==> config.mk <==
export PLATFORM = sky130hd
export DESIGN_NAME = serial_cfg_latch
export DESIGN_NICKNAME = d
export VERILOG_FILES = /design/src/rtl/serial_cfg_latch.sv
export SDC_FILE = /design/constraint.sdc
export NUM_CORES = 1
export LEC_CHECK = 0
export ABC_AREA = 0
export CORE_ASPECT_RATIO = 0.7
export CORE_MARGIN = 4
export CORE_UTILIZATION = 25
export DETAILED_ROUTE_END_ITERATION = 7
export SYNTH_ARGS = -nofsm -noshare
export SYNTH_HDL_FRONTEND = slang
export SYNTH_SLANG_ARGS = --single-unit
==> constraint.sdc <==
create_clock -name clk -period 2.2 [get_ports clk]
set_input_delay 0.44 -clock clk [delete_from_list [all_inputs] [get_ports clk]]
set_output_delay 0.44 -clock clk [all_outputs]
set_load 0.005 [all_outputs]
==> src/rtl/serial_cfg_latch.sv <==
module serial_cfg_latch #(
  parameter int        CH      = 16,
  parameter int        BRI_W   = 7,
  parameter logic [7:0] CMD    = 8'h96
) (
  input  logic                 clk,
  input  logic                 rst_n,
  input  logic                 shift_en,
  input  logic                 sin,
  input  logic                 strobe,
  output logic                 sout,
  output logic [CH-1:0]        on_red,
  output logic [CH-1:0]        on_green,
  output logic [CH-1:0]        on_blue,
  output logic [15:0]          func_cfg,
  output logic [BRI_W-1:0]     bri_blue,
  output logic [BRI_W-1:0]     bri_green,
  output logic [BRI_W-1:0]     bri_red,
  output logic [2:0]           cur_limit
);
  localparam int ON_W = 3 * CH;
  localparam int SRW  = ON_W + 1;
  localparam int BF_W = ON_W - 11;

  logic [SRW-1:0]  sr;
  logic [2:0]      stb_q;
  logic [ON_W-1:0] onoff;
  logic [BF_W-1:0] bf;
  logic [2:0]      pre;

  wire pulse    = stb_q[1] & ~stb_q[2];
  wire sel_hi   = sr[SRW-1];
  wire cmd_ok   = (sr[ON_W-1 -: 8] == CMD);
  wire guard_wr = pulse & sel_hi & cmd_ok;

  always_ff @(posedge clk or negedge rst_n) begin
    if (!rst_n) begin
      sr        <= '0;
      stb_q     <= '0;
      onoff     <= '0;
      bf        <= '0;
      pre       <= '0;
      cur_limit <= '0;
    end else begin
      stb_q <= {stb_q[1:0], strobe};
      if (shift_en) sr <= {sr[SRW-2:0], sin};
      if (pulse && !sel_hi) onoff <= sr[ON_W-1:0];
      if (guard_wr) begin
        bf  <= sr[ON_W-9:3];
        pre <= sr[2:0];
        if (sr[2:0] == pre) cur_limit <= sr[2:0];
      end
    end
  end

  assign sout = sr[SRW-1];

  for (genvar n = 0; n < CH; n++) begin : g_ch
    assign on_red[n]   = onoff[3*n];
    assign on_green[n] = onoff[3*n+1];
    assign on_blue[n]  = onoff[3*n+2];
  end

  assign func_cfg  = bf[BF_W-1 -: 16];
  assign bri_blue  = bf[3*BRI_W-1 -: BRI_W];
  assign bri_green = bf[2*BRI_W-1 -: BRI_W];
  assign bri_red   = bf[BRI_W-1:0];


  onoff_load_chk: assert property (@(posedge clk) disable iff (!rst_n)
    (pulse && !sel_hi) |=> (onoff == $past(sr[ON_W-1:0])));

  onoff_hold_chk: assert property (@(posedge clk) disable iff (!rst_n)
    !(pulse && !sel_hi) |=> $stable(onoff));

  badcmd_hold_chk: assert property (@(posedge clk) disable iff (!rst_n)
    (pulse && sel_hi && !cmd_ok) |=> ($stable(bf) && $stable(pre) && $stable(cur_limit)));

  limit_guard_chk: assert property (@(posedge clk) disable iff (!rst_n)
    !guard_wr |=> $stable(cur_limit));

  limit_match_chk: assert property (@(posedge clk) disable iff (!rst_n)
    (guard_wr && sr[2:0] != pre) |=> $stable(cur_limit));
endmodule

==> key figures, run 1 <==
Route
  – Antenna Nets Post-Route: 0
  – Vias per inst: 4.15
  – Avg WL per Cell: 15.6 um
  – Total number of vias: 2907
  – DRC viols: 0
  – Routed WL: 10900 um
  – Initial DRC count: 76
  – 1st-pass router iterations: 4

Power and ir drop
  – Pwr dens: 1040 nW/um^2
  – P_leak: 3.35 nW
  – VDD IR-drop max: 0.442 mV

Status
  – Failing checks: hold timing
  – Status: complete, but fails checks

Flow run
  – Max Cap Viol: 0

Finish
  – # diodes: 0
  – Layout Nets: 417
  – Final instance area: 7250 um^2
  – Post-layout util: 34.8%
  – Filler instances: 1990
  – Area Growth Syn to Fin: 36.2%
  – Share of layout cells above drive strength 1: 43.1%

Yosys
  – Syn Inst Count: 306
  – Share of the yosys chip area belonging to registers: 67.2%
  – Ys Warns: 0
  – Cell Area, Synth: 5320 um^2
  – Net Count, Synth: 311
  – #FFs+latches synth: 143
  – Synth cell types: 13
  – Mean Syn Cell Area: 17.4 um^2

Clocking
  – H-tree depth: 4
  – Max clock buf depth: 2
  – Post-CTS Setup Inserts: 0
  – CTS Hold Bufs: 0
  – Clock slew seen by the registers of the worst setup and hold paths: 0.06 ns
  – Total clock buffers created by CTS: 17
  – CTS resizes: 0
  – Clock root buffer: clkbuf_16
  – # clock sinks: 143
  – Worst skew pair latency: 0.41 ns
  – CTS tree: yes

Timing
  – Setup-failing EPs final: 0
  – Setup TNS: 0 ns
  – Share of the clock period used by the worst path: 82.0%
  – Slew @ Worst Pin: 0.545 ns
  – Hold WS: -0.00521 ns
  – Final hold viol count: 4
  – Clock skew after layout: 0.00868 ns
  – Slew Viols, Final: 0
  – RSZ-0062 raised after global routing: no
  – Min Tclk post-route: 1.80 ns
  – FMAX: 0.554 GHz
  – Slew HR: 63.7%

Critical path
  – R2R Setup Slk: 0.53 ns
  – WP data arrival: 1.36 ns
  – CP cell instances: clkdlybuf4s50_1
  – Crit path buf inv count: 1
  – Worst setup EP type: output pin
  – Crit path launch type: register
  – R2R depth: 4
  – WP data required: 1.76 ns
  – Crit-path max cell delay: 0.57 ns
  – Largest delay share family, worst path: buffers and inverters
  – Max FO, Critical Path: 4
  – Worst path depth: 1
  – Critical path's slowest cell: clkdlybuf4s50_1
  – Kind of critical path: register to output pin

Die
  – Cell row count: 44
  – Core Footprint: 20800 um^2
  – Boundary Pins: 94
  – Overall die height: 130 um
  – Die area: 23700 um^2
  – Die W: 182 um
  – Initial core utilization: 25.6%

Global routing
  – Antenna violations before repair: 0
  – First-pass GRT wire length: 18000 um
  – Pin count of the biggest net entering global routing: 58
  – Vias in the first global route: 3272
  – Global route overflow: 0
  – GRT Total Usage: 9.78%

Worst hold path
  – Hold crit path type: primary input to asynchronous set/reset pin

Placed design
  – Dpl hpwl: 7170 um
  – IO buf count: 93
  – Placer Congestion: 0.693
  – Area post-placement: 6630 um^2
layout make-up:
cell class                      count  area [um^2]  area share (%)
Sequential cell                   143         3580            49.4
Multi-Input combinational cell    149         1680            23.2
Clock inverter                     10          134            1.85
Clock buffer                       22          484            6.68
Timing Repair Buffer              101         1020            14.1
Tap cell                          276          345            4.76
state kept, by name, summed over array words and instances (netlist names):
signal	count
onoff	48
pre	3
bf	37
stb_q	3
cur_limit	3
sr	49
metrics by stage:
stage / setup slack [ns] / cells / power [mW]
3_5_place_dp: 0.518 / 669 / 4.63
3_3_place_gp: 0.565 / 669 / 4.58
6_report: 0.397 / 701 / 7.53
4_1_cts: 0.338 / 701 / 7.67
2_1_floorplan: 0.637 / 306 / 3.89
5_1_grt: 0.337 / 701 / 7.92
cells in the mapped netlist:
cell type	count	share of area (%)
nor3b_2	1	0.24
and4b_1	1	0.19
and4bb_1	1	0.24
nor4_4	1	0.40
clkbuf_1	1	0.070
mux2_1	2	0.42
nor3b_1	1	0.14
dfrtp_1	143	67
mux2_2	138	29
buf_2	11	1.0
xor2_1	3	0.49
nand3_2	1	0.19
buf_1	2	0.14
metal layers:
metal,part of all wire (%),wire length (um),global-route usage (%)
met2,47,5160,15.2
met3,4.3,467,3.29
met4,1.3,144,4.23
met1,47,5160,12.6
met5,0,0,0
cell usage in the layout (no fill, tap or decap), drive strengths merged:
| master | n |
|---|---|
| nor4 | 1 |
| buf | 10 |
| clkinv | 5 |
| and4b | 1 |
| nand3 | 1 |
| nor3b | 2 |
| clkinvlp | 2 |
| and4bb | 1 |
| clkdlybuf4s50 | 91 |
| xor2 | 3 |
| bufinv | 3 |
| dfrtp | 143 |
| mux2 | 140 |
| clkbuf | 22 |
cells by family (layout without fill, tap and decap cells):
group                     count (synthesis)  after routing  share of synthesized area, %
DFF                                     143            143                          67.2
muxes                                   140            140                          29.6
buffers and inverters                    14            133                          1.25
and+or+nand+nor                           6              6                          1.39
xor gates and xnor gates                  3              3                         0.494
power by group:
part           switching (mW)  internal, mW  leakage, nW
combinational           0.324         0.761         1.15
clock                    1.08          1.90        0.302
sequential              0.370          3.09         1.90
path summary, 6_finish.rpt:
kind,from,to
worst max-delay path,sr[48],sout
worst max register to register,sr[46],cur_limit[2]
max in group asynchronous,rst_n,sr[27]
min in group clk,stb_q[0],stb_q[1]
worst min register to register,stb_q[0],stb_q[1]
worst min-delay path,rst_n,bf[32]
(Power assumes the default switching activity.)
==> run 2, diff against run 1 <==
clock period = 1.9 ns   (was 2.2 ns; I/O delays follow)
==> key figures, run 2 (synthesis results as in run 1) <==
Finish
  – Largest register FFs: 49 (unchanged)
  – # diodes: 0 (unchanged)
  – Post-layout util: 35.0% (was 34.8%)
  – Most frequent cells in the layout: dfrtp_1 (143), mux2_2 (138), clkdlybuf4s50_1 (91), clkbuf_16 (17) (was dfrtp_1 (143), mux2_2 (138), clkdlybuf4s50_1 (91), clkbuf_16 (17), buf_4 (5))
  – Final instance area: 7280 um^2 (was 7250 um^2)
  – Most common cell after layout, fill and taps aside: dfrtp_1 (unchanged)
  – Biggest register: sr (unchanged)
  – Share of layout cells above drive strength 1: 42.9% (was 43.1%)
  – Layout Nets: 417 (unchanged)
  – Area Growth Syn to Fin: 36.9% (was 36.2%)
  – Top Registers: sr: 49 flops, onoff: 48 flops, bf: 37 flops (unchanged)
  – Fin cells: 700 (was 701)

Timing
  – Min Tclk post-route: 1.76 ns
  – Slew Viols, Final: 0 (unchanged)
  – Slew HR: 71.6% (was 63.7%)
  – FMAX: 0.569 GHz
  – Share of the clock period used by the worst path: 92.5%
  – Final WS setup: 0.143 ns (was 0.397 ns)
  – Setup-failing EPs final: 0 (unchanged)
  – Clock skew after layout: 0.00710 ns (was 0.00868 ns)
  – Final hold viol count: 0 (was 4)
  – RSZ-0062 raised after global routing: no (unchanged)
  – Slew @ Worst Pin: 0.426 ns (was 0.545 ns)
  – Setup TNS: 0 ns (unchanged)

Global routing
  – Global route overflow: 0 (unchanged)
  – First-pass GRT wire length: 18100 um (was 18000 um)
  – GRT Total Usage: 9.84% (was 9.78%)
  – Antenna violations before repair: 0 (unchanged)
  – Pin count of the biggest net entering global routing: 52 (was 58)
  – Vias in the first global route: 3237 (was 3272)

Power and ir drop
  – Sw Ratio: 23.7% (was 23.6%)
  – Combinational share of power: 14.3% (was 14.4%)
  – P_leak: 3.36 nW (was 3.35 nW)
  – Pwr dens: 1210 nW/um^2 (was 1040 nW/um^2)
  – Part of the power in registers: 45.7% (was 46.0%)
  – Sw power: 2.08 mW (was 1.78 mW)
  – Power Internal: 6.70 mW (was 5.75 mW)
  – VDD IR-drop max: 0.804 mV (was 0.442 mV)
  – Clock share of power: 40.0% (was 39.6%)

Critical path
  – WP data arrival: 1.38 ns (was 1.36 ns)
  – Worst r2r src: stb_q[2] (was sr[46])
  – CP cell instances: clkdlybuf4s50_1 (unchanged)
  – R2R Setup Slk: 0.20 ns (was 0.53 ns)
  – Worst setup EP type: output pin (unchanged)
  – Largest delay share family, worst path: buffers and inverters (unchanged)
  – Crit path buf inv count: 1 (unchanged)
  – Critical path's slowest cell: clkdlybuf4s50_1 (unchanged)
  – Crit path from: sr[48] (unchanged)
  – Crit-path max cell delay: 0.57 ns (about the same)
  – Max FO, Critical Path: 4 (unchanged)
  – Crit path launch type: register (unchanged)
  – Kind of critical path: register to output pin (unchanged)
  – WP data required: 1.52 ns (was 1.76 ns)

Clocking
  – Total clock buffers created by CTS: 17 (unchanged)
  – Clock slew seen by the registers of the worst setup and hold paths: 0.06 ns (about the same)
  – Clock root buffer: clkbuf_16 (unchanged)
  – Worst skew pair latency: 0.41 ns (about the same)
  – Max clock buf depth: 2 (unchanged)
  – CTS resizes: 0 (unchanged)
  – H-tree depth: 4 (unchanged)
  – CTS tree: yes (unchanged)
  – # clock sinks: 143 (unchanged)

Die
  – Boundary Pins: 94 (unchanged)
  – Core Footprint: 20800 um^2 (unchanged)
  – Overall die height: 130 um (unchanged)
  – Cell row count: 44 (unchanged)
  – Die area: 23700 um^2 (unchanged)
  – Initial core utilization: 25.6% (unchanged)
  – Die W: 182 um (unchanged)

Placed design
  – Area post-placement: 6650 um^2 (was 6630 um^2)
  – IO buf count: 93 (unchanged)
  – Pre-CTS setup slack: 0.190 ns (was 0.518 ns)
  – Placed insts: 668 (was 669)
  – Placer Congestion: 0.697 (was 0.693)
  – Dpl hpwl: 6940 um (was 7170 um)

Worst hold path
  – Hold path startpoint: stb_q[0]
  – Hold crit path type: register to register (was primary input to asynchronous set/reset pin)

Status
  – Status: complete, no violations (was complete, but fails checks)

Route
  – Initial DRC count: 84 (was 76)
  – DRC viols: 0 (unchanged)
  – Total number of vias: 2910 (was 2907)
  – 1st-pass router iterations: 3 (was 4)
  – Avg WL per Cell: 15.5 um (was 15.6 um)
  – Vias per inst: 4.16 (was 4.15)
  – Antenna Nets Post-Route: 0 (unchanged)
  – Routed WL: 10900 um (about the same)

Flow run
  – Max Cap Viol: 0 (unchanged)
[run 2: changes by cell type in the layout (fill, tap and decap cells not counted), sizes merged]
| cell | before | now |
|---|---|---|
| buf | 10 | 9 |
| clkinv | 5 | 3 |
| clkinvlp | 2 | 3 |
| dlygate4sd3 | 0 | 1 |
[run 2: layer usage]
metal,global-route usage [%],part of all wire (%),vias up
met5,0,0,-
met4,3.31,1.1,0
met3,4.07,5.8,8
met2,14.9,46,61
met1,12.9,47,1539
li1,-,-,1302
[run 2: cell type report]
class                           instances  area, um^2
Clock inverter                          9         131
Multi-Input combinational cell        149        1680
Tap cell                              276         345
Fill cell                            2012       13500
Timing Repair Buffer                  101        1050
Sequential cell                       143        3580
Clock buffer                           22         494
[run 2: final timing paths]
| kind | to | cells past startpoint |
|---|---|---|
| worst max register to register | cur_limit[2] | 4 |
| worst min-delay path | stb_q[1] | 0 |
| min in group asynchronous | bf[32] | 2 |
| max in group asynchronous | sr[14] | 3 |
| worst min register to register | stb_q[1] | 0 |
| worst max-delay path | sout | 1 |
[run 2: stage by stage]
step	hold slack, ns	total power, mW
2_1_floorplan	0.0844	4.50
3_3_place_gp	0.335	5.30
3_5_place_dp	0.336	5.35
4_1_cts	0.357	8.93
5_1_grt	0.361	9.23
6_report	0.353	8.78
[run 2: repair_timing]
| item | in CTS | in global routing |
|---|---|---|
| buffers inserted | 0 | 0 |
| hold buffers | 1 | 0 |
| endpoints found under the setup margin | 0 | 0 |
| endpoints found under the hold margin | 42 | 0 |
[run 2: power by group through the flow]
| stage | registers (mW) | logic (mW) | clock network [mW] |
|---|---|---|---|
| floorplan | 3.95 | 0.559 | 0 |
| global placement | 4.04 | 1.26 | 0 |
| detailed placement | 4.07 | 1.28 | 0 |
| CTS | 4.02 | 1.29 | 3.61 |
| global route | 4.10 | 1.38 | 3.75 |
| finish | 4.01 | 1.26 | 3.51 |
==> run 3, diff against run 2 <==
CORE_MARGIN = 1   (was 4)
==> key figures, run 3 (synthesis results as in run 1) <==
Critical path
  – Crit path from: sr[48] (unchanged)
  – Max FO, Critical Path: 4 (unchanged)
  – Crit-path max cell delay: 0.56 ns (was 0.57 ns)
  – Critical path's slowest cell: clkdlybuf4s50_1 (unchanged)
  – Worst setup EP type: output pin (unchanged)
  – Crit path launch type: register (unchanged)
  – CP endpoint: sout (unchanged)
  – Worst r2r src: sr[46] (was stb_q[2])
  – Worst path depth: 1 (unchanged)
  – R2R Setup Slk: 0.21 ns (was 0.20 ns)
  – WP data arrival: 1.37 ns (was 1.38 ns)
  – Crit path buf inv count: 1 (unchanged)
  – Endpoint of the worst register-to-register path: cur_limit[2] (unchanged)
  – R2R depth: 4 (unchanged)
  – Kind of critical path: register to output pin (unchanged)
  – WP data required: 1.52 ns (about the same)
  – Largest delay share family, worst path: buffers and inverters (unchanged)
  – CP cell instances: clkdlybuf4s50_1 (unchanged)

Power and ir drop
  – Sw power: 2.15 mW (was 2.08 mW)
  – Clock share of power: 40.4% (was 40.0%)
  – VDD IR-drop max: 0.498 mV (was 0.804 mV)
  – Part of the power in registers: 45.2% (was 45.7%)
  – Pwr dens: 1210 nW/um^2 (about the same)
  – Sw Ratio: 24.4% (was 23.7%)
  – Power Internal: 6.69 mW (was 6.70 mW)
  – Combinational share of power: 14.4% (was 14.3%)
  – P_leak: 3.36 nW (about the same)
  – Total Power: 8.84 mW (was 8.78 mW)

Route
  – Initial DRC count: 143 (was 84)
  – Vias per inst: 4.19 (was 4.16)
  – Routed WL: 10900 um (about the same)
  – Avg WL per Cell: 15.4 um (was 15.5 um)
  – Antenna Nets Post-Route: 0 (unchanged)
  – Total number of vias: 2944 (was 2910)
  – DRC viols: 0 (unchanged)
  – 1st-pass router iterations: 4 (was 3)

Die
  – Overall die height: 124 um (was 130 um)
  – Cell row count: 44 (unchanged)
  – Core Footprint: 20800 um^2 (unchanged)
  – Boundary Pins: 94 (unchanged)
  – Initial core utilization: 25.6% (unchanged)
  – Die W: 176 um (was 182 um)
  – Die area: 21900 um^2 (was 23700 um^2)

Global routing
  – Global route overflow: 0 (unchanged)
  – Antenna violations before repair: 0 (unchanged)
  – GRT Total Usage: 10.9% (was 9.84%)
  – First-pass GRT wire length: 17900 um (was 18100 um)
  – Pin count of the biggest net entering global routing: 50 (was 52)
  – Vias in the first global route: 3172 (was 3237)

Worst hold path
  – Hold crit path type: register to register (unchanged)

Placed design
  – IO buf count: 93 (unchanged)
  – Dpl hpwl: 6880 um (was 6940 um)
  – Placer Congestion: 0.698 (was 0.697)
  – Pre-CTS setup slack: 0.199 ns (was 0.190 ns)

Timing
  – Clock skew after layout: 0.0120 ns (was 0.00710 ns)
  – Slew @ Worst Pin: 0.370 ns (was 0.426 ns)
  – RSZ-0062 raised after global routing: no (unchanged)
  – FMAX: 0.572 GHz (was 0.569 GHz)
  – Final hold viol count: 0 (unchanged)
  – Slew Viols, Final: 0 (unchanged)
  – Setup-failing EPs final: 0 (unchanged)
  – Share of the clock period used by the worst path: 92.1% (was 92.5%)
  – Min Tclk post-route: 1.75 ns (was 1.76 ns)
  – Final WS setup: 0.151 ns (was 0.143 ns)
  – Setup TNS: 0 ns (unchanged)
  – Slew HR: 75.3% (was 71.6%)

Clocking
  – Clock root buffer: clkbuf_16 (unchanged)
  – Worst skew pair latency: 0.42 ns (was 0.41 ns)
  – Post-CTS Setup Inserts: 0 (unchanged)
  – Max clock buf depth: 2 (unchanged)
  – H-tree depth: 4 (unchanged)
  – Total clock buffers created by CTS: 17 (unchanged)
  – # clock sinks: 143 (unchanged)
  – Clock slew seen by the registers of the worst setup and hold paths: 0.06 ns (about the same)
  – CTS tree: yes (unchanged)

Finish
  – Footprint of the multi-input gates: 1680 um^2 (unchanged)
  – Most frequent cells in the layout: dfrtp_1 (143), mux2_2 (138), clkdlybuf4s50_1 (91), clkbuf_16 (17) (unchanged)
  – Largest register FFs: 49 (unchanged)
  – Area Growth Syn to Fin: 37.1% (was 36.9%)
  – Top Registers: sr: 49 flops, onoff: 48 flops, bf: 37 flops (unchanged)
  – Layout Nets: 419 (was 417)
  – Register area: 3580 um^2 (unchanged)
  – Biggest register: sr (unchanged)
  – # diodes: 0 (unchanged)
  – Most common cell after layout, fill and taps aside: dfrtp_1 (unchanged)
  – Share of layout cells above drive strength 1: 43.3% (was 42.9%)
  – Filler instances: 1995 (was 2012)

Flow run
  – Max Cap Viol: 0 (unchanged)

Status
  – Status: complete, no violations (unchanged)
## run 3: repair_timing
action | CTS | global route
resized for setup | 0 | 0
hold buffers | 1 | 0
hold endpoints to repair | 33 | 0
## run 3: worst min path at each step
stage                     to  cells after the start     start  slack, ns
floorplan              bf[0]                      0     rst_n       0.08
global placement      bf[33]                      1     rst_n       0.31
detailed placement    sr[36]                      1     rst_n       0.31
CTS                 stb_q[1]                      0  stb_q[0]       0.35
global route        stb_q[1]                      0  stb_q[0]       0.35
finish              stb_q[1]                      0  stb_q[0]       0.35
## run 3: routing by layer
metal	vias up	track usage [%]	part of all wire [%]
li1	1309	-	-
met1	1565	13.8	47
met2	60	16.7	46
met3	10	4.06	4.8
met4	0	4.53	1.5
met5	-	0	0
## run 3: per-stage QoR
| stage | std cells | hold slack (ns) | instance area (um^2) | utilization [%] |
|---|---|---|---|---|
| global route | 703 | 0.354 | 7290 | 35.0 |
| floorplan | 306 | 0.0844 | 5320 | - |
| CTS | 703 | 0.353 | 7290 | 35.0 |
| detailed placement | 670 | 0.312 | 6650 | 32.0 |
| global placement | 670 | 0.309 | 6650 | 32.0 |
| finish | 703 | 0.351 | 7290 | 35.0 |
## run 3: cell type report
type	instances	area share, %
Sequential cell	143	49.1
Clock buffer	17	5.83
Timing Repair Buffer	103	14.5
Tap cell	276	4.73
Clock inverter	15	2.85
Multi-Input combinational cell	149	23.1
## run 3: power by group through the flow
stage               logic, mW  clock network (mW)  registers, mW
finish                   1.27                3.57           4.00
global placement         1.26                   0           4.05
CTS                      1.30                3.70           4.02
global route             1.39                3.84           4.11
detailed placement       1.29                   0           4.07
floorplan               0.559                   0           3.95
